==> src/rtl/oc_alarm_pkg.sv <==
// Shared types and helpers for the overcurrent alarm conditioner.
// Assumes nothing beyond IEEE 1800-2017 packages.
package oc_alarm_pkg;

    // Throttle hold sequencer states
    typedef enum logic {
        HS_IDLE = 1'b0,
        HS_HOLD = 1'b1
    } hold_state_e;

    // Saturating increment of an unsigned value of width w held in 32 bits
    function automatic int unsigned sat_inc(input int unsigned val, input int unsigned w);
        int unsigned top;
        top = (32'd1 << w) - 32'd1;
        return (val >= top) ? top : val + 32'd1;
    endfunction

endpackage

==> src/rtl/oc_alarm_sync.sv <==
// Polarity correction and synchronizer for the external alarm line.
// Produces the corrected alarm level, its one-cycle delayed copy and
// one-cycle rise/fall pulses. Assumes STAGES >= 2 and that
// cfg_active_low is stable around reset (it sets the idle reset value).
module oc_alarm_sync #(
    parameter int STAGES = 2
) (
    input  logic clk,
    input  logic rst_n,
    input  logic alarm_in,
    input  logic cfg_active_low,
    output logic active,
    output logic active_q,
    output logic rise,
    output logic fall
);

    logic [STAGES-1:0] chain;

    // Shift the raw line through the synchronizer, reset to the idle level
    always_ff @(posedge clk) begin
        if (!rst_n) chain <= {STAGES{cfg_active_low}};
        else        chain <= {chain[STAGES-2:0], alarm_in};
    end

    // Polarity-correct the synchronized level
    always_comb active = chain[STAGES-1] ^ cfg_active_low;

    // Keep one cycle of history for edge detection
    always_ff @(posedge clk) begin
        if (!rst_n) active_q <= 1'b0;
        else        active_q <= active;
    end

    // Edge pulses of the corrected alarm
    always_comb begin
        rise = active & ~active_q;
        fall = ~active & active_q;
    end

endmodule

==> src/rtl/oc_event_counter.sv <==
// Event tally with threshold interrupt and idle-expiry clearing.
// Counts rise pulses (saturating), raises a sticky irq when the tally
// reaches the threshold, and clears the tally after cfg_filter quiet
// cycles. Assumes rise is a single-cycle pulse coincident with active.
module oc_event_counter
    import oc_alarm_pkg::*;
#(
    parameter int CNT_W  = 4,
    parameter int FILT_W = 16
) (
    input  logic              clk,
    input  logic              rst_n,
    input  logic              active,
    input  logic              rise,
    input  logic              cfg_irq_en,
    input  logic [CNT_W-1:0]  cfg_threshold,
    input  logic [FILT_W-1:0] cfg_filter,
    input  logic              irq_clear,
    output logic [CNT_W-1:0]  count,
    output logic              irq
);

    logic [FILT_W-1:0] idle_cnt;
    logic [CNT_W-1:0]  count_next;
    logic              filt_on;
    logic              expire;
    logic              hit;

    // Next tally value, held at the top once full
    always_comb count_next = CNT_W'(sat_inc(32'(count), CNT_W));

    // Idle-expiry and threshold decisions
    always_comb begin
        filt_on = (cfg_filter != '0);
        expire  = filt_on && !active && (idle_cnt == cfg_filter - 1'b1);
        hit     = rise && cfg_irq_en &&
                  ((cfg_threshold == '0) || (count_next >= cfg_threshold));
    end

    // Event tally: step on an event, clear on idle expiry
    always_ff @(posedge clk) begin
        if (!rst_n)      count <= '0;
        else if (rise)   count <= count_next;
        else if (expire) count <= '0;
    end

    // Quiet-period timer: runs while inactive, rearms on expiry or activity
    always_ff @(posedge clk) begin
        if (!rst_n)                      idle_cnt <= '0;
        else if (active || !filt_on)     idle_cnt <= '0;
        else if (expire)                 idle_cnt <= '0;
        else                             idle_cnt <= idle_cnt + 1'b1;
    end

    // Sticky interrupt, set has priority over clear
    always_ff @(posedge clk) begin
        if (!rst_n)         irq <= 1'b0;
        else if (hit)       irq <= 1'b1;
        else if (irq_clear) irq <= 1'b0;
    end


    count_step_chk: assert property (@(posedge clk) disable iff (!rst_n)
        (count != $past(count)) |-> ((count == '0) || (count == CNT_W'($past(count) + 1'b1))));


    clear_src_chk: assert property (@(posedge clk) disable iff (!rst_n)
        ((count == '0) && ($past(count) != '0)) |-> ($past(!active) && $past(cfg_filter != '0)));


    irq_dis_chk: assert property (@(posedge clk) disable iff (!rst_n)
        (!cfg_irq_en && !irq) |=> !irq);


    irq_hold_chk: assert property (@(posedge clk) disable iff (!rst_n)
        (irq && !irq_clear) |=> irq);

endmodule

==> src/rtl/oc_throttle_hold.sv <==
// Throttle request with a timed hold after the alarm deasserts.
// A prescaler divides the clock into microseconds (0 treated as 1);
// the hold runs cfg_hold_us of them, starting on the fall pulse.
// Assumes the configuration is stable while a hold is running.
module oc_throttle_hold
    import oc_alarm_pkg::*;
#(
    parameter int PRE_W  = 8,
    parameter int HOLD_W = 8
) (
    input  logic              clk,
    input  logic              rst_n,
    input  logic              active,
    input  logic              active_q,
    input  logic              fall,
    input  logic [PRE_W-1:0]  cfg_clk_per_us,
    input  logic [HOLD_W-1:0] cfg_hold_us,
    output logic              throttle_req
);

    hold_state_e       state;
    logic [PRE_W-1:0]  pre;
    logic [PRE_W-1:0]  pre_last;
    logic [HOLD_W-1:0] us_left;
    logic              tick;

    // Last prescaler value of one microsecond
    always_comb begin
        pre_last = (cfg_clk_per_us == '0) ? '0 : cfg_clk_per_us - 1'b1;
        tick     = (pre == pre_last);
    end

    // Hold sequencer: start on fall, count microseconds, cancel on activity
    always_ff @(posedge clk) begin
        if (!rst_n) begin
            state   <= HS_IDLE;
            pre     <= '0;
            us_left <= '0;
        end else if (active) begin
            state   <= HS_IDLE;
            pre     <= '0;
            us_left <= '0;
        end else if (fall) begin
            pre <= '0;
            if (cfg_hold_us != '0) begin
                state   <= HS_HOLD;
                us_left <= cfg_hold_us;
            end
        end else if (state == HS_HOLD) begin
            if (tick) begin
                pre     <= '0;
                us_left <= us_left - 1'b1;
                if (us_left == HOLD_W'(1)) state <= HS_IDLE;
            end else begin
                pre <= pre + 1'b1;
            end
        end
    end

    // Request covers the live alarm, its edge cycle and the hold window
    always_comb throttle_req = active | active_q | (state == HS_HOLD);


    hold_start_chk: assert property (@(posedge clk) disable iff (!rst_n)
        (fall && (cfg_hold_us != '0)) |=> throttle_req);


    us_bound_chk: assert property (@(posedge clk) disable iff (!rst_n)
        (state == HS_HOLD) |-> (us_left != '0));

endmodule

==> src/rtl/oc_alarm_cond.sv <==
// Top of the overcurrent alarm conditioner: synchronizer, event
// counter with interrupt, and throttle hold timer. Assumes the
// configuration inputs are quasi-static and set before reset release.
module oc_alarm_cond #(
    parameter int CNT_W   = 4,
    parameter int FILT_W  = 16,
    parameter int PRE_W   = 8,
    parameter int HOLD_W  = 8,
    parameter int SYNC_ST = 2
) (
    input  logic              clk,
    input  logic              rst_n,
    input  logic              alarm_in,
    input  logic              cfg_active_low,
    input  logic              cfg_irq_en,
    input  logic [CNT_W-1:0]  cfg_threshold,
    input  logic [FILT_W-1:0] cfg_filter,
    input  logic [PRE_W-1:0]  cfg_clk_per_us,
    input  logic [HOLD_W-1:0] cfg_hold_us,
    input  logic              irq_clear,
    output logic              throttle_req,
    output logic              irq,
    output logic [CNT_W-1:0]  event_count
);

    logic active, active_q, rise, fall;

    oc_alarm_sync #(.STAGES(SYNC_ST)) u_sync (
        .clk            (clk),
        .rst_n          (rst_n),
        .alarm_in       (alarm_in),
        .cfg_active_low (cfg_active_low),
        .active         (active),
        .active_q       (active_q),
        .rise           (rise),
        .fall           (fall)
    );

    oc_event_counter #(.CNT_W(CNT_W), .FILT_W(FILT_W)) u_count (
        .clk           (clk),
        .rst_n         (rst_n),
        .active        (active),
        .rise          (rise),
        .cfg_irq_en    (cfg_irq_en),
        .cfg_threshold (cfg_threshold),
        .cfg_filter    (cfg_filter),
        .irq_clear     (irq_clear),
        .count         (event_count),
        .irq           (irq)
    );

    oc_throttle_hold #(.PRE_W(PRE_W), .HOLD_W(HOLD_W)) u_hold (
        .clk            (clk),
        .rst_n          (rst_n),
        .active         (active),
        .active_q       (active_q),
        .fall           (fall),
        .cfg_clk_per_us (cfg_clk_per_us),
        .cfg_hold_us    (cfg_hold_us),
        .throttle_req   (throttle_req)
    );

endmodule

==> config.mk <==
export PLATFORM = sky130hd
export DESIGN_NAME = oc_alarm_cond
export DESIGN_NICKNAME = d
export VERILOG_FILES = /design/src/rtl/oc_alarm_pkg.sv /design/src/rtl/oc_alarm_sync.sv /design/src/rtl/oc_event_counter.sv /design/src/rtl/oc_throttle_hold.sv /design/src/rtl/oc_alarm_cond.sv
export SDC_FILE = /design/constraint.sdc
export NUM_CORES = 1
export LEC_CHECK = 0
export BUFFER_PORTS_ARGS = -buffer_cell sky130_fd_sc_hd__buf_2
export CORE_MARGIN = 3
export CORE_UTILIZATION = 47
export CTS_CLUSTER_DIAMETER = 150
export DETAILED_ROUTE_END_ITERATION = 8
export HOLD_SLACK_MARGIN = 0.02
export PLACE_DENSITY = 0.64
export SYNTH_ARGS = -nofsm -noshare
export SYNTH_HDL_FRONTEND = slang
export SYNTH_HIERARCHICAL = 1
export SYNTH_SLANG_ARGS = --single-unit
==> constraint.sdc <==
create_clock -name clk -period 5.4 [get_ports clk]
set_input_delay 0.81 -clock clk [delete_from_list [all_inputs] [get_ports clk]]
set_output_delay 0.81 -clock clk [all_outputs]
set_load 0.01 [all_outputs]
==> Word level (Yosys, flattened, before mapping) <==
Cells that the tools add are included.
{ "totals": {"regBits": 41, "in_bits": 42, "output_inout_bits": 6, "wordCells": 65} }
{ "classes": {"addsub": 6, "magnitude_cmp": 2, "eq_ne": 4, "muxes": 17, "bitwise_logic": 8, "n_reduce_logical": 20} }
{ "ops": {"columns": ["cell", "n"], "rows": [
  ["$mux W8", 6],
  ["$add A16 B1 Y16 const B", 1],
  ["$eq A16 B16 Y1", 1],
  ["$reduce_bool A16 Y1", 1],
  ["$sub A16 B1 Y16 const B", 1],
  ["$sub A8 B1 Y8 const B", 2],
  ["$mux W4", 3],
  ["$add A8 B1 Y8 const B", 1],
  ["$eq A8 B1 Y1 const B", 1],
  ["$eq A8 B8 Y1", 1],
  ["$logic_not A8 Y1", 1],
  ["$reduce_bool A2 Y1", 4],
  ["$reduce_bool A8 Y1", 1],
  ["$mux W1", 7],
  ["$reduce_or A3 Y1", 2],
  ["$add A4 B1 Y4 const B", 1],
  ["$ge A4 B4 Y1", 1],
  ["$ge A4 B4 Y1 const B", 1],
  ["$logic_and A1 B1 Y1", 4],
  ["$logic_not A4 Y1", 1],
  ["$not A1 Y1", 3],
  ["$reduce_and A3 Y1", 1],
  ["$and A1 B1 Y1", 2],
  ["$logic_not A1 Y1", 2],
  ["6 further kinds", 8]
]} }

==> Longest topological paths before layout <==
{ "depth": {"ltp_word": 6, "mapped_depth": 11, "depth_no_buf": 10} }

==> By module <==
Netlist, hierarchy kept.
{ "modules_own_cells": {"columns": ["module", "n_inst", "cells_per_inst", "area_per_inst_um2", "seq_area_each_um2"], "rows": [
  ["oc_event_counter", 1, 202, 1619.1, 420.4],
  ["oc_throttle_hold", 1, 194, 1552.7, 340.3],
  ["oc_alarm_sync", 1, 13, 118.9, 60.1]
]} }

==> Worst setup path after synthesis <==
OpenSTA, ideal clock, no wires.
{ "synth_path": {"path_kind": "input -> register", "start": "input port cfg_filter[7]", "end": "register u_count.count[0]", "setup_ns": 0.120, "t_arrival_ns": 2.776, "t_required_ns": 5.280, "slack_ns": 2.504, "cell_stages": 9, "path_buffers": 2, "cell_sequence": "or4_4 -> nor3_2 -> nand2_1 -> xnor2_1 -> a2111o_1 -> nor4_2 -> buf_4 -> buf_12 -> o22ai_2"} }
{ "synth_via": {"elab_chain_len": 4, "elab_cells_between_ends": 6, "classes_between": "add/sub: 1; eq/ne: 1; reduce/logical: 4"} }
{ "synth_rtl": {"columns": ["item", "line_no", "text"], "rows": [
  ["start, declared", "oc_alarm_cond.sv:17", "input logic [FILT_W-1:0] cfg_filter,"],
  ["$sub A16 B1 Y16 / $reduce_bool A16 Y1 (equally long branches)", "oc_event_counter.sv:35, oc_event_counter.sv:34", null],
  ["$eq A16 B16 Y1 / $logic_and A1 B1 Y1 (equally long branches)", "oc_event_counter.sv:35", "expire = filt_on && !active && (idle_cnt == cfg_filter - 1'b1);"],
  ["$logic_and A1 B1 Y1 (*)", "oc_event_counter.sv:35", null],
  ["$reduce_bool A2 Y1 (no source line) (*)", null, null],
  ["end signal, assigned", "oc_event_counter.sv:43", "else if (rise) count <= count_next;"],
  ["end, declared", "oc_event_counter.sv:19", "output logic [CNT_W-1:0] count,"]
]} }
Mark *: on every way between the ends. The rest lies on a longest branch, timed or not.
A chain may end at the register's enable or synchronous reset.

==> Worst setup path in the final report <==
{ "layout_path": {"start": "input port cfg_filter[0]", "end": "register u_count.idle_cnt[0]"} }
{ "layout_via": {"elab_chain_len": 4, "elab_cells_between_ends": 8, "classes_between": "add/sub: 1; eq/ne: 1; reduce/logical: 6"} }
{ "layout_rtl": {"columns": ["item", "line_no", "text"], "rows": [
  ["$sub A16 B1 Y16 / $reduce_bool A16 Y1 (equally long branches)", "oc_event_counter.sv:35, oc_event_counter.sv:34", null],
  ["$eq A16 B16 Y1, or another cell as far along", "oc_event_counter.sv:35", null],
  ["$logic_and A1 B1 Y1 / $logic_or A1 B1 Y1 (equally long branches)", "oc_event_counter.sv:35, oc_event_counter.sv:50", null],
  ["$reduce_or A3 Y1 (no source line) (*)", null, null],
  ["end signal, assigned", "oc_event_counter.sv:52", "else idle_cnt <= idle_cnt + 1'b1;"],
  ["end, declared", "oc_event_counter.sv:23", "logic [FILT_W-1:0] idle_cnt;"]
]} }
Marks and branches as above.

==> results.md <==
- Outcome: completed
- Gpl congestion: 0.8455
- DRT iter0 DRCs: about 220
- WL met2: 3475 µm
- First-pass GRT wire length: between 10,000 and 15,000 µm
- Ant diodes: 0
- Comb power frac: 0.206
- Syn_area_per_cell: 8.046 µm²
- Kind of critical path: primary input to flip-flop
- Fraction of layout cells with a size suffix above 1: 0.1733
- Leak pwr: 0.001460 µW
- Setup_tns: 0 ns
- WHS: 0.4357 ns
- Port buffer count: between 40 and 50
- Number of synthesis warnings: 6
- Critical path's top delay family: simple AND/OR/NAND/NOR gates
- Top_reg_cell synth: dfxtp_1
- Clock share of power: 0.383
- Startpoint Class: primary input
- Net Sw Frac: 0.2749
- Area delta synth->final: 12.51%
- DRT met1 WL: 3678 µm
- Sequential share of power: 0.411
- Final hold violations: 0
- Initial Util: 0.5010
- Uppermost layer routed: met4
- Number of buffers and inverters on the critical path: 3
- Number of remaining DRC errors: 0
- Slowest cell on the critical path: a2111o_1
- Final setup fails: 0
- Routed length on met3: 229 µm
- #FFs+latches synth: 41
- Ys async rst share: 0
- RSZ-0062 raised after global routing: no
- Die Y: 89.68 µm
- CTS Buffer Depth: 2
- Initial antenna violation count: 0
- Internal cell power: 564.5 µW
- Worst Skew: 0.006489 ns
- PnR worst setup slack: 2.248 ns
- Slowest Stage Delay on Critical Path: 0.43 ns
- # resized after CTS: 0
- DRT Pass-1 Iters: 4
- Max IR drop VDD: 0.0001525 V
- Grt total ovfl: 0
- Most frequent cells in the layout: buf_2, dfxtp_1, nand2_1
- Final Critical Period: 3.152 ns
- Cell Rows: 29
- Slew @ Worst Pin: 0.7712 ns
- Critical path, cell by cell: buf_2 -> inv_1 -> ha_1 -> nand2b_1 -> nor3_2 -> a31oi_2 -> nand3_1 -> a2111o_1 -> nor4_2 -> buf_4 -> and4bb_2
- Antenna Nets Post-Route: 0
- Clk sink count: 41
- Worst EP arrival: 3.34 ns
- Hold Buf Count CTS: 0
- Io pins: 48
- Vias/cell: ~5.6
- Post-synthesis cell area: 0.003291 mm²
- Critical path fanouts, max: 20
- Worst-path clk slew: ~0.080 ns
- CP Data Required Time: 5.59 ns
- Worst-Skew Late Latency: a little under 0.3 ns
- Min-delay worst type: flip-flop to flip-flop
- CTS root buf: clkbuf_8
- Post-synthesis sequential area ratio: 0.2494
- Critical Path End Type: flip-flop
- Post-synth EDFFs: 0
- Most common cell after layout, fill and taps aside: buf_2
- Vias in the first global route: about 2,700
- Core area: 0.006568 mm²
- Post-layout util: 0.5637
- P_sw: approximately 210 µW
- Die Wd: between 80 and 90 µm
- Distinct cells, synth: 75
- TritonCTS clock tree: yes
- MaxCap Viol Count: 0
- All-layer global routing usage: 0.1903
- Postcts setup bufs: 0
- Placed cells: 535
- DPL Wire Length: 5742 µm
- Fin crit share: 0.5838
- Fmax: 317.2 MHz
- Post-Syn Nets: between 400 and 500
- Via Count: 3,017
- Final wirelength: 7479 µm
- Setup slack at placement: 1.955 ns
- Nets: 502
- Pins Over Slew Limit: 0
- Die area: 0.008042 mm²
- CTS H-tree lvls: 2
- Largest net degree at the start of global routing: 21
- Pwr Density: 210.3 mW/mm²
- Synthesized instance count: 409
- Wire per inst: between 10 and 15 µm
- Total CTS buffers: 5
- Layout Cells excl Fill: about 540
- Rel. slew slack: 0.4804
[through the flow]
| step | area [µm²] | power [µW] |
|---|---|---|
| floorplan | 3291 | 435.5 |
| global placement | 3565 | 483.2 |
| detailed placement | 3565 | 486.2 |
| CTS | 3702 | 785.5 |
| global route | 3702 | 814.7 |
| finish | 3702 | 778.6 |
[cells by family (layout without fill, tap and decap cells)]
| group | Yosys count | after routing | share of synthesized area |
|---|---|---|---|
| adder cells (fa/ha/maj) | 11 | 11 | 0.04182 |
| flip-flops | 41 | 41 | 0.2494 |
| AO/OA/AOI/OAI | 81 | 81 | 0.1970 |
| AND/OR/NAND/NOR | 191 | 191 | 0.3224 |
| buffers and inverters | 33 | 74 | 0.04639 |
| XOR/XNOR | 46 | 46 | 0.1247 |
| multiplexers | 6 | 6 | 0.01825 |
[worst min-delay path, stage by stage (launching register included)]
cell and delay, ns:
dfxtp_1 0.32, nand2_1 0.05, nand2_1 0.05
[sequential cells by signal (all words and copies together) (netlist names)]
register,cells
u_count/count,4
u_count/idle_cnt,16
u_count/irq,1
u_hold/pre,8
u_hold/state,1
u_hold/us_left,8
u_sync/active_q,1
u_sync/chain,2
[final cells by class]
cell class / instances / area, µm²
Clock buffer: 5 / 68.82
Clock inverter: 3 / 68.82
Fill cell: 632 / 2865
Inverter: 18 / 67.56
Multi-Input combinational cell: 335 / 2317
Sequential cell: 41 / 820.8
Tap cell: 93 / 116.4
Timing Repair Buffer: 48 / 242.7
[Yosys cell counts (7+ instances only)]
| cell | number | area (µm²) |
|---|---|---|
| dfxtp_1 | 41 | 820.8 |
| nand2_1 | 40 | 150.1 |
| nor2_1 | 31 | 116.4 |
| nand3_1 | 28 | 140.1 |
| xnor2_1 | 26 | 227.7 |
| nor3_1 | 22 | 110.1 |
| xor2_1 | 19 | 166.4 |
| inv_1 | 17 | 63.81 |
| a21oi_1 | 15 | 75.07 |
| nand2b_1 | 12 | 75.07 |
| ha_1 | 11 | 137.6 |
| clkbuf_1 | 10 | 37.54 |
| a211oi_1 | 9 | 67.56 |
| o21ai_0 | 9 | 45.04 |
| nor2b_1 | 7 | 43.79 |
| or3_1 | 7 | 43.79 |
[layer usage]
layer | global-route usage | vias to the layer above
li1 | - | 1563
met1 | 0.2620 | 1389
met2 | 0.3125 | 55
met3 | 0.03011 | 10
met4 | 0.04465 | 0
met5 | 0 | -
[path summary, 6_finish.rpt]
path                    from                  end  slack (ns)  cells after the start
max            cfg_filter[0]  u_count/idle_cnt[0]        2.25                     11
min          u_sync/chain[0]      u_sync/chain[1]        0.44                      2
max reg2reg  u_sync/chain[1]  u_count/idle_cnt[0]        2.81                      8
min reg2reg  u_sync/chain[0]      u_sync/chain[1]        0.44                      2
[power groups by stage]
stage / clock, µW / sequential [µW] / combinational [µW]
CTS: 305 / 320 / 160
finish: 298 / 320 / 160
detailed placement: 0 / 327 / 159
global route: 312 / 322 / 181
global placement: 0 / 327 / 156
floorplan: 0 / 325 / 110
Power figures use the tool's default switching activity.
